**src/rtl/atc_pkg.sv**
```systemverilog
package atc_pkg;

    typedef enum logic [1:0] {
        REC_HIT  = 2'b00,
        REC_CONT = 2'b01,
        REC_MISS = 2'b10,
        REC_NONE = 2'b11
    } rec_kind_e;

    typedef enum logic [1:0] {
        ST_EMPTY = 2'b00,
        ST_HEAD  = 2'b01,
        ST_RUN   = 2'b10
    } flt_state_e;

endpackage

```
**src/rtl/atc_seq_filter.sv**
```systemverilog
module atc_seq_filter
    import atc_pkg::*;
#(
    parameter int AW     = 32,
    parameter int STRIDE = 4
) (
    input  logic          clk,
    input  logic          rst,
    input  logic          in_valid,
    input  logic [AW-1:0] in_addr,
    output logic          sel_valid,
    output logic [AW-1:0] sel_addr
);

    flt_state_e    state, state_nxt;
    logic [AW-1:0] last_addr;
    logic          pend_vld, pend_vld_nxt;
    logic [AW-1:0] pend_addr, pend_addr_nxt;
    logic          is_seq;

    assign is_seq = (in_addr == last_addr + AW'(STRIDE));

    // state register
    always_ff @(posedge clk) begin
        if (rst) begin
            state     <= ST_EMPTY;
            last_addr <= '0;
            pend_vld  <= 1'b0;
            pend_addr <= '0;
        end else begin
            state     <= state_nxt;
            pend_vld  <= pend_vld_nxt;
            pend_addr <= pend_addr_nxt;
            if (in_valid) begin
                last_addr <= in_addr;
            end
        end
    end

    // next state and selected address
    always_comb begin
        state_nxt     = state;
        pend_vld_nxt  = 1'b0;
        pend_addr_nxt = pend_addr;
        sel_valid     = 1'b0;
        sel_addr      = '0;
        unique case (state)
            ST_EMPTY: begin
                if (in_valid) begin
                    sel_valid = 1'b1;
                    sel_addr  = in_addr;
                    state_nxt = ST_HEAD;
                end
            end
            ST_HEAD: begin
                if (pend_vld) begin
                    sel_valid = 1'b1;
                    sel_addr  = pend_addr;
                end
                if (in_valid) begin
                    if (is_seq) begin
                        state_nxt = ST_RUN;
                    end else if (pend_vld) begin
                        pend_vld_nxt  = 1'b1;
                        pend_addr_nxt = in_addr;
                    end else begin
                        sel_valid = 1'b1;
                        sel_addr  = in_addr;
                    end
                end
            end
            ST_RUN: begin
                if (in_valid && !is_seq) begin
                    sel_valid     = 1'b1;
                    sel_addr      = last_addr;
                    pend_vld_nxt  = 1'b1;
                    pend_addr_nxt = in_addr;
                    state_nxt     = ST_HEAD;
                end
            end
            default: state_nxt = ST_EMPTY;
        endcase
    end

endmodule

```
**src/rtl/atc_dict.sv**
```systemverilog
module atc_dict #(
    parameter int AW    = 32,
    parameter int DEPTH = 8,
    localparam int IDXW = $clog2(DEPTH)
) (
    input  logic            clk,
    input  logic            rst,
    input  logic            look_valid,
    input  logic [AW-1:0]   look_addr,
    output logic            hit,
    output logic            cont,
    output logic [IDXW-1:0] hit_idx
);

    logic [AW-1:0]   ent [DEPTH];
    logic [DEPTH-1:0] ent_vld;
    logic [DEPTH-1:0] match;
    logic [IDXW-1:0] wr_ptr;
    logic            last_hit_vld;
    logic [IDXW-1:0] last_hit_idx;

    function automatic logic [IDXW-1:0] next_idx(input logic [IDXW-1:0] idx);
        return (idx == IDXW'(DEPTH - 1)) ? '0 : idx + 1'b1;
    endfunction

    for (genvar g = 0; g < DEPTH; g++) begin : g_cmp
        assign match[g] = ent_vld[g] && (ent[g] == look_addr);
    end

    always_comb begin
        hit_idx = '0;
        for (int i = 0; i < DEPTH; i++) begin
            if (match[i]) begin
                hit_idx = IDXW'(i);
            end
        end
    end

    assign hit  = look_valid && (|match);
    assign cont = hit && last_hit_vld && (hit_idx == next_idx(last_hit_idx));

    always_ff @(posedge clk) begin
        if (rst) begin
            for (int i = 0; i < DEPTH; i++) begin
                ent[i] <= '0;
            end
            ent_vld      <= '0;
            wr_ptr       <= '0;
            last_hit_vld <= 1'b0;
            last_hit_idx <= '0;
        end else if (look_valid) begin
            if (hit) begin
                last_hit_vld <= 1'b1;
                last_hit_idx <= hit_idx;
            end else begin
                ent[wr_ptr]     <= look_addr;
                ent_vld[wr_ptr] <= 1'b1;
                wr_ptr          <= next_idx(wr_ptr);
                last_hit_vld    <= 1'b0;
            end
        end
    end

endmodule

```
**src/rtl/atc_slicer.sv**
```systemverilog
module atc_slicer #(
    parameter int AW      = 32,
    parameter int SLICE_W = 4,
    localparam int NSLICE = AW / SLICE_W,
    localparam int SZW    = $clog2(NSLICE)
) (
    input  logic           clk,
    input  logic           rst,
    input  logic           miss_valid,
    input  logic [AW-1:0]  miss_addr,
    output logic [SZW-1:0] same_cnt,
    output logic [AW-1:0]  low_part
);

    logic [AW-1:0] prev_miss;
    logic [AW-1:0] keep;
    logic          still;

    always_ff @(posedge clk) begin
        if (rst) begin
            prev_miss <= '0;
        end else if (miss_valid) begin
            prev_miss <= miss_addr;
        end
    end

    // count identical leading slices, at most NSLICE-1
    always_comb begin
        same_cnt = '0;
        still    = 1'b1;
        for (int i = NSLICE - 1; i > 0; i--) begin
            if (still && (miss_addr[i*SLICE_W +: SLICE_W] == prev_miss[i*SLICE_W +: SLICE_W])) begin
                same_cnt = same_cnt + 1'b1;
            end else begin
                still = 1'b0;
            end
        end
    end

    always_comb begin
        for (int i = 0; i < NSLICE; i++) begin
            keep[i*SLICE_W +: SLICE_W] = (i < NSLICE - int'(same_cnt)) ? {SLICE_W{1'b1}} : {SLICE_W{1'b0}};
        end
    end

    assign low_part = miss_addr & keep;

endmodule

```
**src/rtl/addr_trace_compressor.sv**
```systemverilog
module addr_trace_compressor
    import atc_pkg::*;
#(
    parameter int AW      = 32,
    parameter int STRIDE  = 4,
    parameter int DEPTH   = 8,
    parameter int SLICE_W = 4,
    localparam int NSLICE = AW / SLICE_W,
    localparam int SZW    = $clog2(NSLICE),
    localparam int IDXW   = $clog2(DEPTH)
) (
    input  logic           clk,
    input  logic           rst,
    input  logic           in_valid,
    input  logic [AW-1:0]  in_addr,
    output logic [1:0]     rec_type,
    output logic [AW-1:0]  rec_payload,
    output logic [SZW-1:0] rec_size
);

    logic            sel_valid;
    logic [AW-1:0]   sel_addr;
    logic            hit, cont;
    logic [IDXW-1:0] hit_idx;
    logic [SZW-1:0]  same_cnt;
    logic [AW-1:0]   low_part;

    atc_seq_filter #(.AW(AW), .STRIDE(STRIDE)) u_filter (
        .clk       (clk),
        .rst       (rst),
        .in_valid  (in_valid),
        .in_addr   (in_addr),
        .sel_valid (sel_valid),
        .sel_addr  (sel_addr)
    );

    atc_dict #(.AW(AW), .DEPTH(DEPTH)) u_dict (
        .clk        (clk),
        .rst        (rst),
        .look_valid (sel_valid),
        .look_addr  (sel_addr),
        .hit        (hit),
        .cont       (cont),
        .hit_idx    (hit_idx)
    );

    atc_slicer #(.AW(AW), .SLICE_W(SLICE_W)) u_slicer (
        .clk        (clk),
        .rst        (rst),
        .miss_valid (sel_valid && !hit),
        .miss_addr  (sel_addr),
        .same_cnt   (same_cnt),
        .low_part   (low_part)
    );

    always_ff @(posedge clk) begin
        if (rst || !sel_valid) begin
            rec_type    <= REC_NONE;
            rec_payload <= '0;
            rec_size    <= '0;
        end else if (hit && cont) begin
            rec_type    <= REC_CONT;
            rec_payload <= '0;
            rec_size    <= '0;
        end else if (hit) begin
            rec_type    <= REC_HIT;
            rec_payload <= AW'(hit_idx);
            rec_size    <= '0;
        end else begin
            rec_type    <= REC_MISS;
            rec_payload <= low_part;
            rec_size    <= same_cnt;
        end
    end

endmodule

```
**config.mk**
```make
export PLATFORM = sky130hd
export DESIGN_NAME = addr_trace_compressor
export DESIGN_NICKNAME = d
export VERILOG_FILES = /design/src/rtl/atc_pkg.sv /design/src/rtl/atc_seq_filter.sv /design/src/rtl/atc_dict.sv /design/src/rtl/atc_slicer.sv /design/src/rtl/addr_trace_compressor.sv
export SDC_FILE = /design/constraint.sdc
export NUM_CORES = 1
export LEC_CHECK = 0
export BUFFER_PORTS_ARGS = -buffer_cell sky130_fd_sc_hd__buf_4
export CAP_MARGIN = 30
export CORE_MARGIN = 8
export CORE_UTILIZATION = 49
export DETAILED_ROUTE_END_ITERATION = 10
export GPL_TIMING_DRIVEN = 0
export PLACE_DENSITY = 0.69
export SYNTH_ARGS = -nofsm -noshare
export SYNTH_HDL_FRONTEND = slang
export SYNTH_SLANG_ARGS = --single-unit
```
**constraint.sdc**
```tcl
create_clock -name clk -period 8.9 [get_ports clk]
set_input_delay 0.89 -clock clk [delete_from_list [all_inputs] [get_ports clk]]
set_output_delay 0.89 -clock clk [all_outputs]
set_load 0.005 [all_outputs]
```
=== Word-level counts from Yosys, hierarchy flattened ===
Memory sizes are Yosys's and may differ from the RTL's.
Index checks and enable logic that the tools add are counted.

* $add $sub $neg: 10
* $lt $le $gt $ge: 10
* Eq/ne operators: 27
* Mux-type cells: 72
* Bitwise logic cells: 3
* Reductions and logical operators: 35

{| class="wikitable"
|+ Operator list
! cell !! count
|-
| 32-bit 2-to-1 mux || 11
|-
| 32-bit equality test || 9
|-
| 4-bit by 32-bit < comparator with 1-bit output (first input constant) || 4
|-
| 32-bit one-hot mux with 3 select lines || 1
|-
| 3-bit by 32-bit < comparator with 1-bit output (first input constant) || 2
|-
| 32-bit one-hot mux with 2 select lines || 1
|-
| 3-bit 2-to-1 mux || 14
|-
| 32-bit by 3-bit adder with 32-bit output (second input constant) || 1
|-
| 32-bit AND || 1
|-
| 1-bit by 32-bit < comparator with 1-bit output (first input constant) || 1
|-
| 2-bit by 32-bit < comparator with 1-bit output (first input constant) || 1
|-
| 4-bit 2-to-1 mux || 8
|-
| 32-bit OR reduction || 1
|-
| 4-bit equality test || 7
|-
| 1-bit 2-to-1 mux || 25
|-
| 3-bit by 1-bit adder with 3-bit output (second input constant) || 7
|-
| 1-bit logical AND || 21
|-
| 2-bit 2-to-1 mux || 8
|-
| 8-bit OR || 1
|-
| 8-bit OR reduction || 1
|-
| 3-bit equality test (second input constant) || 2
|-
| 2-bit by 1-bit inequality test with 1-bit output (second input constant) || 3
|-
| 2-bit inequality test (second input constant) || 3
|-
| 2-bit one-hot mux with 3 select lines || 1
|-
| 20 further kinds || 23
|}

* Register bits: 151
* Bits in writable memories: 256
* Input port bits: 35
* Output and inout port bits: 37
* Word-level logic and storage cells: 172
* Memories: 1

{| class="wikitable"
|+ Memory list
! name !! depth !! bits a word !! rd ports !! clocked after memory_dff !! write ports !! RTL line !! source
|-
| u_dict.ent || 8 || 32 || 8 || 0 || 8 || atc_dict.sv:15 || <nowiki>logic [AW-1:0] ent [DEPTH];</nowiki>
|}

=== Depth between registers and ports, before layout ===
* Word-level depth: 25
* Gate-level depth with buffers: 35
* Gate-level depth less buffers: 31

=== Cells and area by module ===
Synthesis repeated with hierarchy kept, for this count alone.

* Cells, all modules: 2,109
* Area total of the unflattened synthesis: 21,873.5 µm²

{| class="wikitable"
|+ By module, submodules not included
! module !! times used !! cells each !! area each (µm²) !! seq. area each (µm²)
|-
| atc_dict || 1 || 1,179 || 13,928.4 || 7,987.7
|-
| atc_seq_filter || 1 || 623 || 4,867.2 || 1,341.3
|-
| atc_slicer || 1 || 220 || 1,994.4 || 560.5
|-
| addr_trace_compressor || 1 || 87 || 1,083.5 || 740.7
|}

=== Least setup slack after synthesis ===
No wires, ideal clock.

* Kind: input to register
* Start: input port in_addr[13]
* End: register rec_payload[16]
* Library setup time: 0.128 ns
* Data arrival time: 7.404 ns
* Slack: 1.368 ns
* Stages on the path: 33
* Path buffers: 4
* Path through: clkbuf_2 > xnor2_1 > a311o_1 > o21ai_0 > a32oi_1 > or4b_1 > buf_2 > nor4_1 > buf_2 > nor3_1 > a22oi_1 > buf_2 > nor2_1 > nor4b_2 > ha_1 > inv_1 > a21oi_1 > ha_1 > nand3_1 > a31oi_1 > ha_1 > mux2_2 > ha_1 > inv_1 > a311oi_1 > a2111oi_0 > a211oi_1 > inv_1 > ha_1 > xor3_1 > nor2_1 > o21ai_0 > nor2_1

* Longest elaborated chain between the ends: 23
* Elaborated cells on any way between the ends: 81

{| class="wikitable"
|+ RTL lines
! what !! RTL line !! source
|-
| start: declaration || addr_trace_compressor.sv:15 || <nowiki>input logic [AW-1:0] in_addr,</nowiki>
|-
| 32-bit equality test || atc_seq_filter.sv:21 || <nowiki>assign is_seq = (in_addr == last_addr + AW'(STRIDE));</nowiki>
|-
| 1-bit logical NOT || atc_seq_filter.sv:73 || <nowiki>if (in_valid && !is_seq) begin</nowiki>
|-
| 1-bit logical AND || atc_seq_filter.sv:73 ||
|-
| 32-bit 2-to-1 mux || atc_seq_filter.sv:73 ||
|-
| 32-bit one-hot mux with 3 select lines || atc_seq_filter.sv:47 || <nowiki>unique case (state)</nowiki>
|-
| 4-bit equality test || atc_slicer.sv:32 || <nowiki>if (still && (miss_addr[i*SLICE_W +: SLICE_W] == prev_miss[i*SLICE_W +: SLICE_W])) begin</nowiki>
|-
| 1-bit 2-to-1 mux || atc_slicer.sv:32 ||
|-
| 1-bit by 1-bit adder with 2-bit output or 1-bit logical AND (tied branches) || atc_slicer.sv:33, atc_slicer.sv:32 ||
|-
| [7 not listed] || n/a ||
|-
| 3-bit by 1-bit adder with 3-bit output or 1-bit logical AND (tied branches) || atc_slicer.sv:33, atc_slicer.sv:32 ||
|-
| 3-bit 2-to-1 mux or 1-bit 2-to-1 mux (tied branches) || atc_slicer.sv:32 ||
|-
| 3-bit by 1-bit adder with 3-bit output or 1-bit logical AND (tied branches) || atc_slicer.sv:33, atc_slicer.sv:32 ||
|-
| 3-bit 2-to-1 mux || atc_slicer.sv:32 ||
|-
| 4-bit by 3-bit subtractor with 5-bit output || atc_slicer.sv:42 || <nowiki>keep[i*SLICE_W +: SLICE_W] = (i < NSLICE - int'(same_cnt)) ? {SLICE_W{1'b1}} : {SLICE_W{1'b0}};</nowiki>
|-
| 4-bit by 32-bit < comparator with 1-bit output || atc_slicer.sv:42 ||
|-
| 4-bit 2-to-1 mux || atc_slicer.sv:42 ||
|-
| 32-bit AND || atc_slicer.sv:46 || <nowiki>assign low_part = miss_addr & keep;</nowiki>
|-
| end signal: assignment || addr_trace_compressor.sv:67 || <nowiki>rec_payload <= AW'(hit_idx);</nowiki>
|-
| end signal: assignment || addr_trace_compressor.sv:71 || <nowiki>rec_payload <= low_part;</nowiki>
|-
| end: declaration || addr_trace_compressor.sv:17 || <nowiki>output logic [AW-1:0] rec_payload,</nowiki>
|}

Several ways; a longest one is shown, not always the timed one.
A chain may end at the register's enable or synchronous reset.

==> flow_metrics.py <==
metrics = {
    "run_status": {
        "status": "finished, violations left",
        "violations": "negative setup slack",
    },
    "floorplanning": {
        "fp.dieH_um": 230.8,
        "fp-row-count": 78,
        "fp.coreArea_um2": 45480,
        "initial_utilization_pct": 49.71,
        "die_w_um": 230.8,
        "die-area_um2": 53270,
        "ioPinCount": 72,
    },
    "cells_and_area": {
        "final_common_cell": "nor2_1",
        "utilization_pct": 57.22,
        "drive_gt1_share_pct": 11.11,
        "synthToLayoutAreaGrowth_pct": 15.09,
        "fillCellCount": 4117,
        "final_cell_mix": "nor2_1, edfxtp_1, dfxtp_1",
        "nets": 2614,
    },
    "worst_setup_path": {
        "crit_required_ps": 9190,
        "worst_setup_path_end_kind": "flip-flop",
        "cp_cell_sequence": "and4_1, nand4_1, or3_1, a22oi_1, or4b_1, or3_1, buf_2, buf_2, clkbuf_1, a21oi_2, nor3_1, mux2i_1, o21ai_0, nor4b_1, and3_1, nor4_1, o2111ai_2, nor3_4, buf_2, nand3b_1, nand2b_4",
        "cpMostUsedCell": "buf_2",
        "cp_slowest_cell": "nor4_1",
        "worst-path-stages": 21,
        "path_delay_family": "simple AND/OR/NAND/NOR gates",
        "start_kind": "flip-flop",
        "cp.arrival_ps": 9190,
        "r2r_start": "u_filter.last_addr[15]",
        "r2r-end": "u_dict.ent[4][5]",
        "crit_fanout": 16,
        "crit_type": "flip-flop to flip-flop",
        "reg2reg_depth": 21,
        "ff2ff_setup_slack_ps": -2,
        "crit_path_max_incr_delay_ps": 790,
        "crit_buf_inv": 4,
    },
    "sta": {
        "hold_viol": 0,
        "slew_violations": 0,
        "worst_slack_ps": -2.175,
        "timing.fmax_mhz": 112.3,
        "fin_crit_sh_pct": 100.0,
        "setup_violations": 3,
        "relSlewSlack_pct": 15.35,
        "period_needed_ps": 8902,
        "skew_ps": 34.31,
        "tightest_slew_ps": 1270,
    },
    "placement": {
        "place.port_buffers": 67,
        "dpl.hpwl_um": 84070,
        "place_congestion": 1.062,
    },
    "logic_synthesis": {
        "yosys_most_used_dff": "edfxtp_1",
        "syn_inst": 2418,
        "syn_nets": 2469,
        "synthArstFlopShare_pct": 0,
        "syn_avg_cell_area_um2": 9.350,
        "synth_cell_types": 97,
        "yosys_register_bits": 403,
        "ys_seq_area_share_pct": 47.02,
        "yosysWarnings": 0,
        "syn_area_um2": 22610,
        "synth_edf_count": 256,
    },
    "clocking": {
        "cts_hold_buf": 0,
        "path_clk_slew_ps": 70,
        "clock-sinks": 403,
        "cts-buffers-inserted": 46,
        "cts_root_buf": "clkbuf_16",
        "cts_tree": "yes",
        "cts_htree_levels": 2,
        "cts_buffer_depth": 3,
        "clock_latency_ps": 640,
    },
    "hold_path": {
        "hold_depth": 2,
        "min_from": "u_dict.ent_vld[0]",
        "hold_path_class": "flip-flop to flip-flop",
        "hold-path-endpoint": "u_dict.ent_vld[0]",
    },
    "global_route": {
        "grt_pass1_vias": 20915,
        "grt-ovfl-total": 0,
        "grt_pass1_wl_um": 154200,
        "antenna_found_initial": 4,
        "grt_usage_pct": 40.08,
        "grt_max_degree": 33,
    },
    "drt": {
        "viasPerCell": 7.003,
        "drtIter0Drc": 4146,
        "remaining_drc_errors": 0,
        "ant_nets": 0,
        "totalWireLength_um": 111000,
        "dr.pass1.iters": 9,
        "wl_per_cell_um": 34.65,
        "vias": 22430,
    },
    "job": {
        "max_cap_viol_count": 0,
    },
    "power": {
        "p_per_area_nw_per_um2": 199.2,
        "leakagePower_nw": 9.445,
        "totalPowerFinal_mw": 5.183,
        "ir_drop_uv": 199.6,
    },
}
==> logic make-up (layout without fill, tap and decap cells) <==
| kind of cell | Yosys count | after routing | synth area share [%] |
|---|---|---|---|
| DFF | 403 | 403 | 47.02 |
| buffers and inverters | 232 | 413 | 4.073 |
| other | 0 | 2 | 0 |
| muxes | 76 | 76 | 3.381 |
| xor gates and xnor gates | 179 | 179 | 7.001 |
| and+or+nand+nor | 996 | 998 | 21.20 |
| adders and majority gates | 16 | 16 | 0.8854 |
| AOI/OAI and AO/OA | 516 | 516 | 16.44 |
==> routing by layer <==
metal	share of wire [%]	track usage (%)
met5	0.012	0
met1	37	51.43
met4	7.9	26.79
met3	13	8.438
met2	43	60.53
==> final cells by class <==
class	count	area [um^2]	area share (%)
clock inverter	23	277.8	1.067
antenna	2	5.005	0.01923
clock buffer	63	1308	5.025
inverter	56	210.2	0.8078
sequential	403	10630	40.85
timing repair buffer	104	835.8	3.212
buffer	167	696.9	2.678
tap	600	750.7	2.885
multi-input combinational	1785	11310	43.45
==> tightest hold or removal path, cell delays in order, from the launching register on <==
cell and delay (ps):
dfxtp_1 310, inv_1 40, o21ai_0 70
==> Yosys cell counts, types with 17 or more instances <==
cell type	count	share of area [%]
a2111oi_0	17	0.66
a211oi_1	28	0.93
a21o_1	19	0.63
a21oi_1	110	2.4
a221oi_1	18	0.70
a22oi_1	18	0.60
a32o_1	19	0.84
a32oi_1	32	1.2
and2_1	24	0.66
and3_1	20	0.55
buf_2	30	0.66
clkbuf_1	130	2.2
dfxtp_1	147	13
edfxtp_1	256	34
inv_1	55	0.91
mux2i_1	73	3.2
nand2_1	129	2.1
nand2b_1	24	0.66
nand3_1	64	1.4
nand4_1	49	1.4
nor2_1	467	7.8
nor3_1	47	1.0
nor4_1	42	1.2
o21ai_0	70	1.5
o22ai_1	25	0.69
or3_1	33	0.91
or4_1	17	0.56
xnor2_1	83	3.2
xor2_1	95	3.7
==> report_power, final <==
part	switching [mW]	total (mW)	leakage (nW)	internal [mW]
Sequential	0.0831	2.16	3.85	2.08
Clock	0.864	2.02	0.765	1.16
Combinational	0.702	1.00	4.83	0.297
==> how the worst max path moves through the flow <==
stage	start	endpoint	slack, ps
floorplan	in_addr[13]	rec_payload[16]	1370
global placement	u_filter.last_addr[14]	rec_payload[22]	-1720
detailed placement	u_filter.last_addr[14]	rec_payload[22]	-1240
CTS	u_filter.last_addr[4]	rec_payload[20]	20
global route	u_filter.last_addr[24]	rec_payload[21]	-50
finish	u_filter.last_addr[15]	u_dict.ent[4][5]	-2
==> through the flow <==
| stage | hold WS (ps) | cells | setup slack [ps] | area, um^2 | TNS [ps] |
|---|---|---|---|---|---|
| 2_1_floorplan | 440.6 | 2418 | 1368 | 22610 | 0 |
| 3_3_place_gp | 452.9 | 3085 | -1717 | 23860 | -494120 |
| 3_5_place_dp | 460.2 | 3106 | -1238 | 24090 | -252680 |
| 4_1_cts | 468.8 | 3193 | 20.12 | 25820 | 0 |
| 5_1_grt | 484.2 | 3201 | -46.47 | 26020 | -103.8 |
| 6_report | 470.4 | 3203 | -2.175 | 26020 | -6.453 |
==> registers in the layout, indices dropped and copies added, names as in the netlist, 3 cells and up <==
signal / cells
rec_payload: 32
rec_size: 3
u_dict.ent: 256
u_dict.ent_vld: 8
u_dict.last_hit_idx: 3
u_dict.wr_ptr: 3
u_filter.last_addr: 32
u_filter.pend_addr: 32
u_slicer.prev_miss: 28
==> what timing repair did <==
action	in CTS	in global routing
pin swaps	2	6
gates resized for setup	22	31
cloned	0	2
setup endpoints to repair	532	361
setup buffers	4	7
Power figures use the tool's default switching activity.
